<file path="config.mk">
export PLATFORM = sky130hd
export DESIGN_NAME = branch_target_cache
export DESIGN_NICKNAME = d
export VERILOG_FILES = /design/src/rtl/btc_pkg.sv /design/src/rtl/btc_ctr_next.sv /design/src/rtl/btc_match.sv /design/src/rtl/btc_array.sv /design/src/rtl/branch_target_cache.sv
export SDC_FILE = /design/constraint.sdc
export NUM_CORES = 2
export LEC_CHECK = 0
export BUFFER_PORTS_ARGS = -buffer_cell sky130_fd_sc_hd__buf_2
export CELL_PAD_IN_SITES_DETAIL_PLACEMENT = 0
export CELL_PAD_IN_SITES_GLOBAL_PLACEMENT = 1
export CORE_MARGIN = 2
export CORE_UTILIZATION = 49
export CTS_CLUSTER_DIAMETER = 100
export DETAILED_ROUTE_END_ITERATION = 12
export PLACE_DENSITY = 0.81
export SLEW_MARGIN = 25
export SYNTH_ARGS = -nofsm -noshare
export SYNTH_HDL_FRONTEND = slang
export SYNTH_HIERARCHICAL = 1
export SYNTH_SLANG_ARGS = --single-unit
</file>
<file path="constraint.sdc">
create_clock -name clk_i -period 2.76 [get_ports clk_i]
set_input_delay 0 -clock clk_i [delete_from_list [all_inputs] [get_ports clk_i]]
set_output_delay 0 -clock clk_i [all_outputs]
set_load 0.005 [all_outputs]
</file>
<file path="src/rtl/btc_pkg.sv">
package btc_pkg;
  typedef enum logic [1:0] {
    BK_NONE = 2'd0,
    BK_COND = 2'd1,
    BK_JUMP = 2'd2,
    BK_RET  = 2'd3
  } btc_kind_e;
endpackage

</file>
<file path="src/rtl/btc_ctr_next.sv">
module btc_ctr_next #(
  parameter int CTR_W = 2
) (
  input  logic [CTR_W-1:0] ctr_i,
  input  logic             taken_i,
  output logic [CTR_W-1:0] ctr_o
);
  localparam logic [CTR_W-1:0] CTR_MAX = '1;
  localparam logic [CTR_W-1:0] CTR_MIN = '0;

  always_comb begin
    ctr_o = ctr_i;
    if (taken_i && ctr_i != CTR_MAX)       ctr_o = ctr_i + 1'b1;
    else if (!taken_i && ctr_i != CTR_MIN) ctr_o = ctr_i - 1'b1;
  end
endmodule

</file>
<file path="src/rtl/btc_match.sv">
module btc_match
  import btc_pkg::*;
#(
  parameter int TAG_W = 26,
  parameter int CTR_W = 2
) (
  input  logic             ent_valid_i,
  input  logic [TAG_W-1:0] ent_tag_i,
  input  btc_kind_e        ent_kind_i,
  input  logic [CTR_W-1:0] ent_ctr_i,
  input  logic [TAG_W-1:0] look_tag_i,
  output logic             hit_o,
  output logic             taken_o
);
  always_comb begin
    hit_o   = ent_valid_i && (ent_tag_i == look_tag_i);
    // jumps and returns ignore the counter
    taken_o = hit_o && ((ent_kind_i != BK_COND) || ent_ctr_i[CTR_W-1]);
  end
endmodule

</file>
<file path="src/rtl/btc_array.sv">
module btc_array
  import btc_pkg::*;
#(
  parameter int IDX_W = 4,
  parameter int TAG_W = 26,
  parameter int PC_W  = 32,
  parameter int CTR_W = 2,
  parameter int N_RD  = 2
) (
  input  logic             clk_i,
  input  logic             rst_ni,
  input  logic             clr_i,
  input  logic             wr_en_i,
  input  logic [IDX_W-1:0] wr_idx_i,
  input  logic [TAG_W-1:0] wr_tag_i,
  input  logic [PC_W-1:0]  wr_tgt_i,
  input  btc_kind_e        wr_kind_i,
  input  logic [CTR_W-1:0] wr_ctr_i,
  input  logic [IDX_W-1:0] rd_idx_i   [N_RD],
  output logic             rd_valid_o [N_RD],
  output logic [TAG_W-1:0] rd_tag_o   [N_RD],
  output logic [PC_W-1:0]  rd_tgt_o   [N_RD],
  output btc_kind_e        rd_kind_o  [N_RD],
  output logic [CTR_W-1:0] rd_ctr_o   [N_RD]
);
  localparam int N_ENT = 1 << IDX_W;

  logic [N_ENT-1:0] valid_q;
  logic [TAG_W-1:0] tag_q  [N_ENT];
  logic [PC_W-1:0]  tgt_q  [N_ENT];
  btc_kind_e        kind_q [N_ENT];
  logic [CTR_W-1:0] ctr_q  [N_ENT];

  always_ff @(posedge clk_i or negedge rst_ni) begin
    if (!rst_ni) begin
      valid_q <= '0;
      for (int e = 0; e < N_ENT; e++) begin
        tag_q[e]  <= '0;
        tgt_q[e]  <= '0;
        kind_q[e] <= BK_NONE;
        ctr_q[e]  <= '0;
      end
    end else if (clr_i) begin
      valid_q <= '0;  // flush wins over a same-cycle write
    end else if (wr_en_i) begin
      valid_q[wr_idx_i] <= 1'b1;
      tag_q[wr_idx_i]   <= wr_tag_i;
      tgt_q[wr_idx_i]   <= wr_tgt_i;
      kind_q[wr_idx_i]  <= wr_kind_i;
      ctr_q[wr_idx_i]   <= wr_ctr_i;
    end
  end

  for (genvar p = 0; p < N_RD; p++) begin : g_rd
    assign rd_valid_o[p] = valid_q[rd_idx_i[p]];
    assign rd_tag_o[p]   = tag_q[rd_idx_i[p]];
    assign rd_tgt_o[p]   = tgt_q[rd_idx_i[p]];
    assign rd_kind_o[p]  = kind_q[rd_idx_i[p]];
    assign rd_ctr_o[p]   = ctr_q[rd_idx_i[p]];
  end

  // any clear empties the table on the next edge
  a_r5_clear_empties: assert property (@(posedge clk_i) disable iff (!rst_ni)
    clr_i |=> (valid_q == '0));

  // a write outside a clear leaves its entry valid
  a_r1_alloc_valid: assert property (@(posedge clk_i) disable iff (!rst_ni)
    (wr_en_i && !clr_i) |=> valid_q[$past(wr_idx_i)]);
endmodule

</file>
<file path="src/rtl/branch_target_cache.sv">
module branch_target_cache
  import btc_pkg::*;
#(
  parameter int PC_W  = 32,
  parameter int IDX_W = 4,
  parameter int CTR_W = 2
) (
  input  logic            clk_i,
  input  logic            rst_ni,
  input  logic [PC_W-1:0] fetch_pc_i,
  input  logic            res_valid_i,
  input  logic [PC_W-1:0] res_pc_i,
  input  logic [1:0]      res_kind_i,
  input  logic            res_taken_i,
  input  logic [PC_W-1:0] res_target_i,
  input  logic            clr_barrier_i,
  input  logic            clr_sync_i,
  output logic            pred_valid_o,
  output logic [PC_W-1:0] pred_target_o,
  output logic            mispredict_o
);
  localparam int IDX_LO = 2;
  localparam int IDX_HI = IDX_LO + IDX_W - 1;
  localparam int TAG_W  = PC_W - IDX_W - IDX_LO;
  localparam int N_RD   = 2;
  localparam int P_F    = 0;  // fetch lookup port
  localparam int P_R    = 1;  // resolve lookup port
  localparam logic [CTR_W-1:0] CTR_WEAK_T = CTR_W'(1) << (CTR_W - 1);

  logic [IDX_W-1:0] rd_idx   [N_RD];
  logic [TAG_W-1:0] look_tag [N_RD];
  logic             rd_valid [N_RD];
  logic [TAG_W-1:0] rd_tag   [N_RD];
  logic [PC_W-1:0]  rd_tgt   [N_RD];
  btc_kind_e        rd_kind  [N_RD];
  logic [CTR_W-1:0] rd_ctr   [N_RD];
  logic             hit      [N_RD];
  logic             taken    [N_RD];

  btc_kind_e        res_kind;
  logic             clr;
  logic             res_imm;
  logic             same_cond;
  logic [CTR_W-1:0] ctr_step;
  logic [CTR_W-1:0] wr_ctr;

  assign res_kind = btc_kind_e'(res_kind_i);
  assign clr      = clr_barrier_i | clr_sync_i;
  assign res_imm  = res_valid_i && (res_kind != BK_NONE);

  assign rd_idx[P_F]   = fetch_pc_i[IDX_HI:IDX_LO];
  assign rd_idx[P_R]   = res_pc_i[IDX_HI:IDX_LO];
  assign look_tag[P_F] = fetch_pc_i[PC_W-1:IDX_HI+1];
  assign look_tag[P_R] = res_pc_i[PC_W-1:IDX_HI+1];

  btc_array #(
    .IDX_W(IDX_W), .TAG_W(TAG_W), .PC_W(PC_W), .CTR_W(CTR_W), .N_RD(N_RD)
  ) u_array (
    .clk_i      (clk_i),
    .rst_ni     (rst_ni),
    .clr_i      (clr),
    .wr_en_i    (res_imm),
    .wr_idx_i   (rd_idx[P_R]),
    .wr_tag_i   (look_tag[P_R]),
    .wr_tgt_i   (res_target_i),
    .wr_kind_i  (res_kind),
    .wr_ctr_i   (wr_ctr),
    .rd_idx_i   (rd_idx),
    .rd_valid_o (rd_valid),
    .rd_tag_o   (rd_tag),
    .rd_tgt_o   (rd_tgt),
    .rd_kind_o  (rd_kind),
    .rd_ctr_o   (rd_ctr)
  );

  for (genvar p = 0; p < N_RD; p++) begin : g_match
    btc_match #(.TAG_W(TAG_W), .CTR_W(CTR_W)) u_match (
      .ent_valid_i (rd_valid[p]),
      .ent_tag_i   (rd_tag[p]),
      .ent_kind_i  (rd_kind[p]),
      .ent_ctr_i   (rd_ctr[p]),
      .look_tag_i  (look_tag[p]),
      .hit_o       (hit[p]),
      .taken_o     (taken[p])
    );
  end

  btc_ctr_next #(.CTR_W(CTR_W)) u_ctr (
    .ctr_i   (rd_ctr[P_R]),
    .taken_i (res_taken_i),
    .ctr_o   (ctr_step)
  );

  // counter history is kept only while the entry still holds this conditional branch
  assign same_cond = hit[P_R] && (rd_kind[P_R] == BK_COND) && (res_kind == BK_COND);
  assign wr_ctr    = same_cond ? ctr_step : CTR_WEAK_T;

  assign pred_valid_o  = taken[P_F] && !clr;
  assign pred_target_o = rd_tgt[P_F];
  assign mispredict_o  = res_imm &&
                         ((taken[P_R] != res_taken_i) ||
                          (res_taken_i && (rd_tgt[P_R] != res_target_i)));

  // no redirect while a flush is in progress
  a_r6_clear_miss: assert property (@(posedge clk_i) disable iff (!rst_ni)
    clr |-> !pred_valid_o);

  // non-immediate resolves never report a mismatch
  a_r9_none_quiet: assert property (@(posedge clk_i) disable iff (!rst_ni)
    (res_valid_i && res_kind == BK_NONE) |-> !mispredict_o);

  // fetch-side redirect agrees with resolve-side check for the same jump
  a_r8_ports_agree: assert property (@(posedge clk_i) disable iff (!rst_ni)
    (res_valid_i && res_kind == BK_JUMP && res_taken_i && !clr &&
     res_pc_i == fetch_pc_i && pred_valid_o && pred_target_o == res_target_i)
    |-> !mispredict_o);

  // the cycle after a flush nothing redirects
  a_r5_no_hit_after_clear: assert property (@(posedge clk_i) disable iff (!rst_ni)
    clr |=> !pred_valid_o);
endmodule

</file>
# == Word level (Yosys, flattened, before mapping) ==
# Index checks and enable logic that the tools add are counted.
# totals
regBits,1008
latchBits,0
ramBits,0
rom_bits,0
out_inout_bits,34
word_cells,155
memories,0
# classes
addsub,2
multipliers,0
div,0
order_cmp,6
n_eq_ne,9
shifts,0
n_mux,45
n_bitwise,5
n_reduce_logical,23
# ops
cell,n
512-bit bitwise mux,1
416-bit bitwise mux,1
32-bit binary-select mux with 4-bit select,2
26-bit binary-select mux with 4-bit select,2
32-bit two-way mux,5
26-bit two-way mux,5
32-bit demux with 4-bit select,1
26-bit demux with 4-bit select,1
32-bit bitwise mux,2
26-bit equality test,2
2-bit binary-select mux with 4-bit select,4
16-bit two-way mux,2
32-bit inequality test,1
2-bit two-way mux,12
16-bit OR,1
1-bit logical AND,14
"5-bit greater-or-equal comparator, second input constant",2
"4-bit by 5-bit less-than comparator with 1-bit output, second input constant",2
4-bit NOT with 5-bit output,2
1-bit binary-select mux with 4-bit select,2
2-bit demux with 4-bit select,1
2-bit nonzero test,3
"5-bit by 1-bit less-than comparator with 1-bit output, second input constant",1
1-bit demux with 4-bit select,1
other kinds (13),20

# == Depth between registers and ports, before layout ==
# depth
depth_word,10
depth_mapped,14
mapped_depth_nobuf,10

# == By module ==
# The synthesis kept the hierarchy.
# by_module_without_submodules
module,n_inst,cells_per_inst,area_per_inst_um2,seq_area_each_um2
btc_array,1,3271,52370.2,25224.2
btc_match,2,38,304.0,0.0
branch_target_cache,1,54,402.9,0.0
btc_ctr_next,1,7,60.1,0.0

# == Least setup slack after synthesis ==
# Ideal clock, no wire load.
# synth_timing
path_kind,input-to-reg
startpoint,in res_pc_i[3]
endpoint,reg u_array/ctr_q[15] (netlist name)
arrival_ps,2851
t_required_ps,2635
slack_ps,-216
cell_stages,14
path_buffers,4
cell_sequence,buf_4 > buf_2 > clkbuf_1 > mux4_2 > a22oi_1 > nand2_1 > xor2_1 > nor4_1 > nand4_1 > nor3_1 > nand4_1 > or2_2 > clkbuf_1 > mux2_2
# synth_rtl
element,line,text
start: declaration,branch_target_cache.sv:12,"input logic [PC_W-1:0] res_pc_i,"
end signal: indexed assignment,btc_array.sv:50,ctr_q[wr_idx_i] <= wr_ctr_i;
end: declaration,btc_array.sv:32,logic [CTR_W-1:0] ctr_q [N_ENT];

==> results.cfg <==
[setup_path]
worst_path_max_delay_cell = mux4_2
crit_chain = mux4_2 -> a22oi_2 -> nand2_1 -> xor2_1 -> nor4_2 -> buf_4 -> nand4_1 -> buf_6 -> a2111oi_4 -> buf_4 -> nand4_1 -> nor4_2 -> buf_4 -> a21oi_4 -> buf_2
path_buf_inv = 5
crit_family = buffers and inverters
cp_data_arrival_time_ns = 4.02
critical_path.endpoint_type = primary output
critPathMaxFanout = 2
slowest_delay_ns = 0.49
cp.required_ns = 2.76
crit_top_cell = buf_4
critPathKind = flop to primary output
critPathLaunchType = flop

[clocking]
clockBufferDepth = 3
insertion_delay_ns = 0.70
cts_buffers = 109
clock-root-buffer = clkbuf_16
cts_htree_levels = 3
path_clk_slew_ns = 0.06
cts_tree = done
cts.sinks = 1008

[global_route]
grt_pass1_vias = 36420
grt_start_max_net_pins = 123
grt.overflow.total = 0
antenna_found_initial = 12
grt_pass1_wl_um = 229900
grt_usage = 0.2756

[drt]
route.detailed.drc = 0
first_pass_iters = 5
wl_per_cell_um = 28.71
vias = 34250
ant_nets = 0
route.detailed.vias_per_inst = 6.453
drtIter0Drc = 2986
finalWirelength_um = 152400

[synth]
synthesis.nets = 3506
synth_warnings = 6
synthCells = 3400
avgSynthCellArea_um2 = 15.68
synth_area_um2 = 53330

[power_and_ir_drop]
p_leak_nw = 29.29
ir_drop_uv = 522.2
fin_total_pwr_mw = 39.49
power.density_nw_per_um2 = 627.1

[floorplanning]
num_rows = 121
start_util = 0.4920
ios = 138
coreArea_um2 = 108400
dieArea_um2 = 111500
die_w_um = 333.9
die_y_um = 333.9

[placement]
io_buffers = 133
dp_hpwl_um = 92450
placed_cells = 5022
routabilityCongestion = 0.8221
dp_slack_ns = -1.318

[timing]
setup_violations = 34
fin_ws_ns = -1.264
post-route-period-util = 1.458
period_minus_slack_ns = 4.024
skew_ns = 0.01939
hold_viol = 0
slew_headroom = 0.4783
rsz0062_at_grt = true
holdWs_ns = 0.02451
slew_violations = 0
fmax_ghz = 0.2485
worst_pin_slew_ns = 0.7825

[final_layout]
syn2layout_area_growth_pct = 18.10
fillers = 8344
drive_gt1_frac = 0.5856
fin_nets = 3903
final_cells = 5308

[hold_path]
hp-class = primary input to async pin

[outcome]
run_status = finished with violations
violations = negative setup slack

[job]
maxCapViolations = 0
layout by cell type, fill, tap and decap left out, types with 63 or more instances in the layout:
cell	count
a22oi_1	232
buf_12	85
buf_2	128
buf_4	331
clkbuf_16	113
dfrtp_1	1008
mux2_2	963
mux4_2	500
nand2_1	122
xor2_1	63
through the flow:
| step | cell area (um^2) | utilization | TNS [ns] |
|---|---|---|---|
| floorplan | 53450 | - | 0 |
| global placement | 58140 | 0.5363 | -33.69 |
| detailed placement | 58140 | 0.5363 | -32.68 |
| CTS | 62740 | 0.5788 | -15.48 |
| global route | 62970 | 0.5809 | -24.82 |
| finish | 62980 | 0.5810 | -21.69 |
sequential cells by signal (all words and copies together) (netlist names):
signal	cells
u_array/ctr_q	32
u_array/valid_q	16
u_array/tag_q	416
u_array/tgt_q	512
u_array/kind_q	32
where the power goes:
part | switching [mW] | leakage [nW] | internal (mW)
Combinational | 2.82 | 13.9 | 3.89
Clock | 6.10 | 1.84 | 9.12
Sequential | 1.15 | 13.6 | 16.4
Total | 10.1 | 29.3 | 29.4
per-layer routing:
layer / wire length [um] / vias to the layer above / global-route usage
li1: - / 14070 / -
met2: 73550 / 1374 / 0.4396
met3: 11230 / 344 / 0.05967
met4: 5356 / 14 / 0.1023
met1: 62160 / 18450 / 0.3734
met5: 96 / - / 0
final cells by class:
class	instances	area, um^2	area share
inverters	15	56.30	0.0008940
repair buffers	616	5579	0.08859
well taps	1414	1769	0.02809
clock buffers	172	3349	0.05318
clock inverters	30	392.9	0.006238
flip-flops and latches	1008	25220	0.4005
multi-input cells	2047	26590	0.4222
diodes	6	15.01	0.0002384
tightest hold or removal path: cells and delay by family:
kind	cells	cell delay (ns)
buffers and inverters	3	1.06
worst paths after layout:
path,start,to,slack [ns],cells after the start
max,u_array/tag_q[139],mispredict_o,-1.26,15
min,rst_ni,u_array/tgt_q[487],0.02,3
max reg2reg,u_array/tag_q[139],u_array/ctr_q[25],-0.65,13
min reg2reg,u_array/ctr_q[0],u_array/ctr_q[0],0.49,1
max in group asynchronous,rst_ni,u_array/tag_q[14],1.99,3
min in group clk_i,clr_sync_i,u_array/valid_q[10],0.07,4
timing repair:
action / CTS / global route
resized for setup: 27 / 43
hold endpoints to repair: 1984 / 0
setup buffers: 9 / 5
pin swaps: 21 / 15
endpoints found under the setup margin: 34 / 34
hold buffers: 63 / 0
gates cloned: 0 / 2
(Power assumes the default switching activity.)
